## src/rtl/dcc_pkg.sv

```systemverilog
package dcc_pkg;
   localparam int CMD_W = 4;

   typedef enum logic [CMD_W-1:0] {
      CMD_RSV0       = 4'h0,
      CMD_WT_SET     = 4'h1,
      CMD_EN_SET     = 4'h2,
      CMD_WT_CLR     = 4'h3,
      CMD_EN_CLR     = 4'h4,
      CMD_LE_SET     = 4'h5,
      CMD_LOCK       = 4'h6,
      CMD_LE_CLR     = 4'h7,
      CMD_UNLOCK     = 4'h8,
      CMD_RSV9       = 4'h9,
      CMD_UNLOCK_ALL = 4'hA,
      CMD_RSVB       = 4'hB,
      CMD_INV_ALL    = 4'hC,
      CMD_RSVD       = 4'hD,
      CMD_FLUSH      = 4'hE,
      CMD_RSVF       = 4'hF
   } dcc_cmd_e;

   // index order of the three mode bits
   localparam int MODE_EN = 0;
   localparam int MODE_WT = 1;
   localparam int MODE_LE = 2;
   localparam int MODE_N  = 3;

   typedef struct packed {
      logic [MODE_N-1:0] set;
      logic [MODE_N-1:0] clr;
      logic              blk;
   } dcc_dec_t;

   // map a register bit number (0 = most significant) to a bus index
   function automatic int msb0(input int width, input int n);
      return width - 1 - n;
   endfunction
endpackage

```

## src/rtl/dcc_decode.sv

```systemverilog
module dcc_decode
   import dcc_pkg::*;
(
   input  logic             cmd_vld_i,
   input  logic [CMD_W-1:0] cmd_i,
   output dcc_dec_t         dec_o
);
   always_comb begin
      dec_o = '0;
      if (cmd_vld_i) begin
         unique case (dcc_cmd_e'(cmd_i))
            CMD_EN_SET:     dec_o.set[MODE_EN] = 1'b1;
            CMD_EN_CLR:     dec_o.clr[MODE_EN] = 1'b1;
            CMD_WT_SET:     dec_o.set[MODE_WT] = 1'b1;
            CMD_WT_CLR:     dec_o.clr[MODE_WT] = 1'b1;
            CMD_LE_SET:     dec_o.set[MODE_LE] = 1'b1;
            CMD_LE_CLR:     dec_o.clr[MODE_LE] = 1'b1;
            CMD_LOCK, CMD_UNLOCK, CMD_UNLOCK_ALL,
            CMD_INV_ALL, CMD_FLUSH: dec_o.blk = 1'b1;
            default:        dec_o = '0;
         endcase
      end
   end

   always_comb begin
      a_r7_reserved_idle: assert (!(cmd_vld_i && cmd_i[0] && cmd_i[3]) || dec_o == '0);
   end
endmodule

```

## src/rtl/dcc_status.sv

```systemverilog
module dcc_status
   import dcc_pkg::*;
(
   input  logic              clk,
   input  logic              rst_n,
   input  logic [MODE_N-1:0] set_i,
   input  logic [MODE_N-1:0] clr_i,
   output logic [MODE_N-1:0] mode_o
);
   for (genvar g = 0; g < MODE_N; g++) begin : g_bit
      always_ff @(posedge clk or negedge rst_n) begin
         if (!rst_n)        mode_o[g] <= 1'b0;
         else if (set_i[g]) mode_o[g] <= 1'b1;
         else if (clr_i[g]) mode_o[g] <= 1'b0;
      end
   end

   a_r2_no_cmd_stable: assert property (@(posedge clk) disable iff (!rst_n)
      (set_i == '0 && clr_i == '0) |=> $stable(mode_o));
   a_r3_set_takes: assert property (@(posedge clk) disable iff (!rst_n)
      set_i[MODE_EN] |=> mode_o[MODE_EN]);
   a_r4_clr_takes: assert property (@(posedge clk) disable iff (!rst_n)
      clr_i[MODE_WT] |=> !mode_o[MODE_WT]);
endmodule

```

## src/rtl/dcc_err.sv

```systemverilog
module dcc_err (
   input  logic clk,
   input  logic rst_n,
   input  logic err_set_i,
   input  logic rd_en_i,
   output logic flag_o
);
   always_ff @(posedge clk or negedge rst_n) begin
      if (!rst_n)         flag_o <= 1'b0;
      else if (err_set_i) flag_o <= 1'b1;
      else if (rd_en_i)   flag_o <= 1'b0;
   end

   a_r9_sticky: assert property (@(posedge clk) disable iff (!rst_n)
      (flag_o && !rd_en_i) |=> flag_o);
   a_r9_read_clears: assert property (@(posedge clk) disable iff (!rst_n)
      (rd_en_i && !err_set_i) |=> !flag_o);
   a_r10_not_lost: assert property (@(posedge clk) disable iff (!rst_n)
      err_set_i |=> flag_o);
endmodule

```

## src/rtl/dcc_req.sv

```systemverilog
module dcc_req
   import dcc_pkg::*;
#(
   parameter int ADDR_W  = 32,
   parameter bit REQ_REG = 1'b1
) (
   input  logic              clk,
   input  logic              rst_n,
   input  logic              blk_i,
   input  logic [CMD_W-1:0]  cmd_i,
   input  logic [ADDR_W-1:0] addr_i,
   output logic              valid_o,
   output logic [CMD_W-1:0]  cmd_o,
   output logic [ADDR_W-1:0] addr_o
);
   if (REQ_REG) begin : g_reg
      always_ff @(posedge clk or negedge rst_n) begin
         if (!rst_n) begin
            valid_o <= 1'b0;
            cmd_o   <= '0;
            addr_o  <= '0;
         end else begin
            valid_o <= blk_i;
            if (blk_i) begin
               cmd_o  <= cmd_i;
               addr_o <= addr_i;
            end
         end
      end

      a_r6_from_cmd: assert property (@(posedge clk) disable iff (!rst_n)
         valid_o |-> $past(blk_i));
      a_r6_even_code: assert property (@(posedge clk) disable iff (!rst_n)
         valid_o |-> (cmd_o[0] == 1'b0 && cmd_o != 4'h0));
   end else begin : g_comb
      assign valid_o = blk_i;
      assign cmd_o   = blk_i ? cmd_i  : '0;
      assign addr_o  = blk_i ? addr_i : '0;
   end
endmodule

```

## src/rtl/dcache_ctl_reg.sv

```systemverilog
module dcache_ctl_reg
   import dcc_pkg::*;
#(
   parameter int DATA_W  = 32,
   parameter int ADDR_W  = 32,
   parameter bit REQ_REG = 1'b1
) (
   input  logic              clk,
   input  logic              rst_n,
   input  logic              wr_en_i,
   input  logic [DATA_W-1:0] wdata_i,
   input  logic              rd_en_i,
   output logic [DATA_W-1:0] rdata_o,
   input  logic [ADDR_W-1:0] addr_i,
   input  logic              busy_i,
   input  logic              err_set_i,
   output logic              cache_en_o,
   output logic              force_wt_o,
   output logic              le_swap_o,
   output logic              maint_valid_o,
   output logic [3:0]        maint_cmd_o,
   output logic [ADDR_W-1:0] maint_addr_o,
   output logic              mchk_o
);
   localparam int POS_EN  = msb0(DATA_W, 0);
   localparam int POS_WT  = msb0(DATA_W, 1);
   localparam int POS_LE  = msb0(DATA_W, 2);
   localparam int POS_CMD = msb0(DATA_W, 4);
   localparam int POS_ERR = msb0(DATA_W, 10);

   if (DATA_W < 11) begin : g_chk_dw
      $error("dcache_ctl_reg: DATA_W must reach register bit 10");
   end
   if (ADDR_W < 1) begin : g_chk_aw
      $error("dcache_ctl_reg: ADDR_W must be positive");
   end

   logic             cmd_vld;
   logic [CMD_W-1:0] cmd;
   dcc_dec_t         dec;
   logic [MODE_N-1:0] mode;
   logic             err_flag;

   assign cmd_vld = wr_en_i && !busy_i;
   assign cmd     = wdata_i[POS_CMD -: CMD_W];

   dcc_decode u_dec (
      .cmd_vld_i (cmd_vld),
      .cmd_i     (cmd),
      .dec_o     (dec)
   );

   dcc_status u_status (
      .clk    (clk),
      .rst_n  (rst_n),
      .set_i  (dec.set),
      .clr_i  (dec.clr),
      .mode_o (mode)
   );

   dcc_err u_err (
      .clk       (clk),
      .rst_n     (rst_n),
      .err_set_i (err_set_i),
      .rd_en_i   (rd_en_i),
      .flag_o    (err_flag)
   );

   dcc_req #(.ADDR_W(ADDR_W), .REQ_REG(REQ_REG)) u_req (
      .clk     (clk),
      .rst_n   (rst_n),
      .blk_i   (dec.blk),
      .cmd_i   (cmd),
      .addr_i  (addr_i),
      .valid_o (maint_valid_o),
      .cmd_o   (maint_cmd_o),
      .addr_o  (maint_addr_o)
   );

   assign cache_en_o = mode[MODE_EN];
   assign force_wt_o = mode[MODE_WT];
   assign le_swap_o  = mode[MODE_LE];
   assign mchk_o     = err_flag;

   always_comb begin
      rdata_o          = '0;
      rdata_o[POS_EN]  = mode[MODE_EN];
      rdata_o[POS_WT]  = mode[MODE_WT];
      rdata_o[POS_LE]  = mode[MODE_LE];
      rdata_o[POS_ERR] = err_flag;
   end

   if (REQ_REG) begin : g_busy_chk
      a_r11_busy_drops: assert property (@(posedge clk) disable iff (!rst_n)
         (busy_i && wr_en_i) |=> (!maint_valid_o && $stable(mode)));
   end
   a_r8_cmd_reads_zero: assert property (@(posedge clk) disable iff (!rst_n)
      rdata_o[POS_CMD -: CMD_W] == '0);
   a_r9_mchk_follows: assert property (@(posedge clk) disable iff (!rst_n)
      $rose(mchk_o) |-> $past(err_set_i));
endmodule

```

## config.mk

```make
export PLATFORM = sky130hd
export DESIGN_NAME = dcache_ctl_reg
export DESIGN_NICKNAME = d
export VERILOG_FILES = /design/src/rtl/dcc_pkg.sv /design/src/rtl/dcc_decode.sv /design/src/rtl/dcc_status.sv /design/src/rtl/dcc_err.sv /design/src/rtl/dcc_req.sv /design/src/rtl/dcache_ctl_reg.sv
export SDC_FILE = /design/constraint.sdc
export NUM_CORES = 1
export LEC_CHECK = 0
export ABC_AREA = 1
export BUFFER_PORTS_ARGS = -buffer_cell sky130_fd_sc_hd__buf_2
export CORE_ASPECT_RATIO = 0.7
export CORE_MARGIN = 1.5
export CORE_UTILIZATION = 35
export CTS_CLUSTER_DIAMETER = 120
export CTS_CLUSTER_SIZE = 28
export DETAILED_ROUTE_END_ITERATION = 6
export PLACE_DENSITY = 0.71
export SLEW_MARGIN = 20
export SYNTH_ARGS = -nofsm -noshare
export SYNTH_HDL_FRONTEND = slang
export SYNTH_SLANG_ARGS = --single-unit
```

## constraint.sdc

```tcl
create_clock -name clk -period 0.8 [get_ports clk]
set_clock_uncertainty 0.05 [all_clocks]
set_input_delay 0.12 -clock clk [delete_from_list [all_inputs] [get_ports clk]]
set_output_delay 0.12 -clock clk [all_outputs]
set_load 0.005 [all_outputs]
```

==> flow_summary.toml <==
[worst_setup_path]
worstPathCellList = "buf_2"
crit_buf_inv = 1
cp-start-kind = "flip-flop"
arrival_ns = 0.81
crit_family = "flip-flops"
slowest_delay_ns = 0.40
required_ns = 0.63
cp_max_fo = 2
critical_path_class = "reg2out"
worst_path_max_delay_cell = "dfrtp_1"
end_kind = "output port"

[synthesis]
yosysSeqAreaShare = 0.5267
synth_area_per_cell_um2 = 8.855
synth-seq-cells = 41
netlist.area_leader.share = 0.5267
synth_cells = 220
synth_edf_count = 0
synth-main-ff-cell = "dfrtp_1"
synth.most_common_cell = "nand2_1"
synthArstFlopShare = 1.000
yosysWarningCount = 0
synth_cell_types = 15
synth_top_cell_by_area = "dfrtp_1"
netlist_area_mm2 = 0.001948
synth_area_leaders = "dfrtp_1 53%, nand2_1 15%, buf_4 13%"
synth_common_cells = "78 x nand2_1, 41 x dfrtp_1, 40 x nand3_1"

[run_status]
status = "finished with violations"
violations = "negative setup slack"

[timing]
finalCritPeriodShare = 1.231
rsz0062_at_grt = "yes"
hold_viol = 0
fmax_mhz = 1016
setup_tns_ns = -7.520
fin_crit_ns = 0.9845
finalWorstSetupSlack_ns = -0.1845
final-setup-viol-count = 46
slew_violations = 0

[drt]
ant_nets = 0
via_per_inst = 4.192
wire_per_inst_um = 10.94
vias = 1706
drc_errors = 0
drt_first_pass_iters = 4
routed_wirelength_um = 4451
drt_iter0_drc = 73

[layout]
instances_no_fill = 407
fin_util = 0.5177
seqCellArea_mm2 = 0.001026
drive_gt1_frac = 0.3910
antenna_cells = 0
multi_input_area_um2 = 686.9
syn_to_final_growth_pct = 41.17
nets = 404
n_fill_cell = 537

[power_and_ir_drop]
finalPower_w = 0.005829
internal_power_w = 0.004265
p_switching_w = 0.001564
clkPwrFrac = 0.293
p_comb_frac = 0.251
pwr_density_cell_mw_per_mm2 = 2120
swShare = 0.2683
seqPwrFrac = 0.455
ir_worst_vdd_v = 0.001043
leakage_nw = 1.618

[global_route]
grt_pass1_vias = 1516
grt_max_degree = 42
grt_pass1_wl_um = 7017
grt-ovfl-total = 0
grtUsageTotal = 0.1491
antenna_found_initial = 0

[floorplanning]
pin_count = 143
start_util = 0.3667
die_area_mm2 = 0.006030
coreArea_mm2 = 0.005313
rows = 22
fp.dieW_um = 92.17
die_h_um = 65.42

[cts]
ctsHtreeMaxLevel = 2
clockBufferDepth = 2
cts_tree = "done"
clkTransAtPathRegs_ns = 0.08
cts_inserted_buffers = 5
cts_root_buf = "clkbuf_8"
clkLatencyLatePin_ns = 0.28
cts_sinks = 41

[placed_design]
port_buffers = 86
gp_congestion = 0.7951
dp_cells = 374
dpl.hpwl_um = 3039

[flow_run]
cap_violations = 0

[worst_hold_path]
min_path_type = "in2reg"
==> kinds of logic (layout without fill, tap and decap cells) <==
family                 count (synthesis)  count (layout)  synth area share
other                                  1              28          0.001925
and+or+nand+nor                      128             128            0.2922
buffers and inverters                 49             137            0.1753
DFF                                   41              41            0.5267
AOI/OAI and AO/OA                      1               1          0.003855
==> registers in the layout (all words and copies together) (netlist names) <==
| signal | flops |
|---|---|
| u_err.flag_o | 1 |
| u_req.addr_o | 32 |
| u_req.cmd_o | 4 |
| u_req.valid_o | 1 |
| u_status.mode_o | 3 |
==> stage by stage <==
step,cell area (um2),setup slack (ns),hold slack [ns]
finish,2750,-0.1845,0.01047
floorplan,2057,-0.02792,-0.2256
global placement,2416,-0.1611,0.05875
detailed placement,2416,-0.1881,0.06339
CTS,2651,-0.1999,0.0002489
global route,2750,-0.2265,0.001154
==> placed cells by master (no fill, tap or decap), drive strengths merged <==
master / instances
nor2: 7
nand2: 80
inv: 8
clkbuf: 6
dlygate4sd3: 7
o21bai: 1
clkinvlp: 1
nand3: 41
dfrtp: 41
buf: 114
bufinv: 1
conb: 28
==> area by class of cell <==
type	instances	area share
Tap cell	72	0.03276
Clock buffer	6	0.03003
Sequential cell	41	0.3731
Inverter	8	0.01365
Multi-Input combinational cell	157	0.2498
Timing Repair Buffer	121	0.2871
Clock inverter	2	0.01365
==> routing by layer <==
metal / up-vias / GRT usage / share of wire
li1: 858 / - / -
met1: 778 / 0.1875 / 0.43
met2: 68 / 0.2519 / 0.48
met3: 2 / 0.05093 / 0.085
met4: 0 / 0.02885 / 0.0027
met5: - / 0 / 0
==> worst paths after layout <==
path	cells after the start	slack (ns)	endpoint	start
max	1	-0.18	maint_addr_o[10]	u_req.addr_o[10]$_DFFE_PN0P_
min	3	0.01	u_req.addr_o[15]$_DFFE_PN0P_	addr_i[15]
max reg2reg	4	-0.07	u_req.addr_o[9]$_DFFE_PN0P_	u_req.addr_o[9]$_DFFE_PN0P_
min reg2reg	2	0.43	u_req.addr_o[4]$_DFFE_PN0P_	u_req.addr_o[4]$_DFFE_PN0P_
max in group asynchronous	3	0.21	u_status.mode_o[2]$_DFFE_PN0P_	rst_n
min in group asynchronous	3	0.28	u_req.addr_o[28]$_DFFE_PN0P_	rst_n
==> what timing repair did <==
| action | CTS | global route |
|---|---|---|
| buffers inserted | 6 | 12 |
| resized for setup | 0 | 3 |
| endpoints found under the hold margin | 46 | 0 |
| setup endpoints to repair | 45 | 46 |
| hold buffers | 7 | 0 |
==> power groups by stage <==
stage / clock [W] / combinational [W] / sequential [W]
after detailed placement: 0 / 0.00120 / 0.00269
after global routing: 0.00187 / 0.00165 / 0.00269
after floorplan: 0 / 0.000585 / 0.00273
after global placement: 0 / 0.00116 / 0.00269
final: 0.00171 / 0.00147 / 0.00265
after CTS: 0.00177 / 0.00131 / 0.00266
No activity file was read; power rests on OpenSTA's default activity.
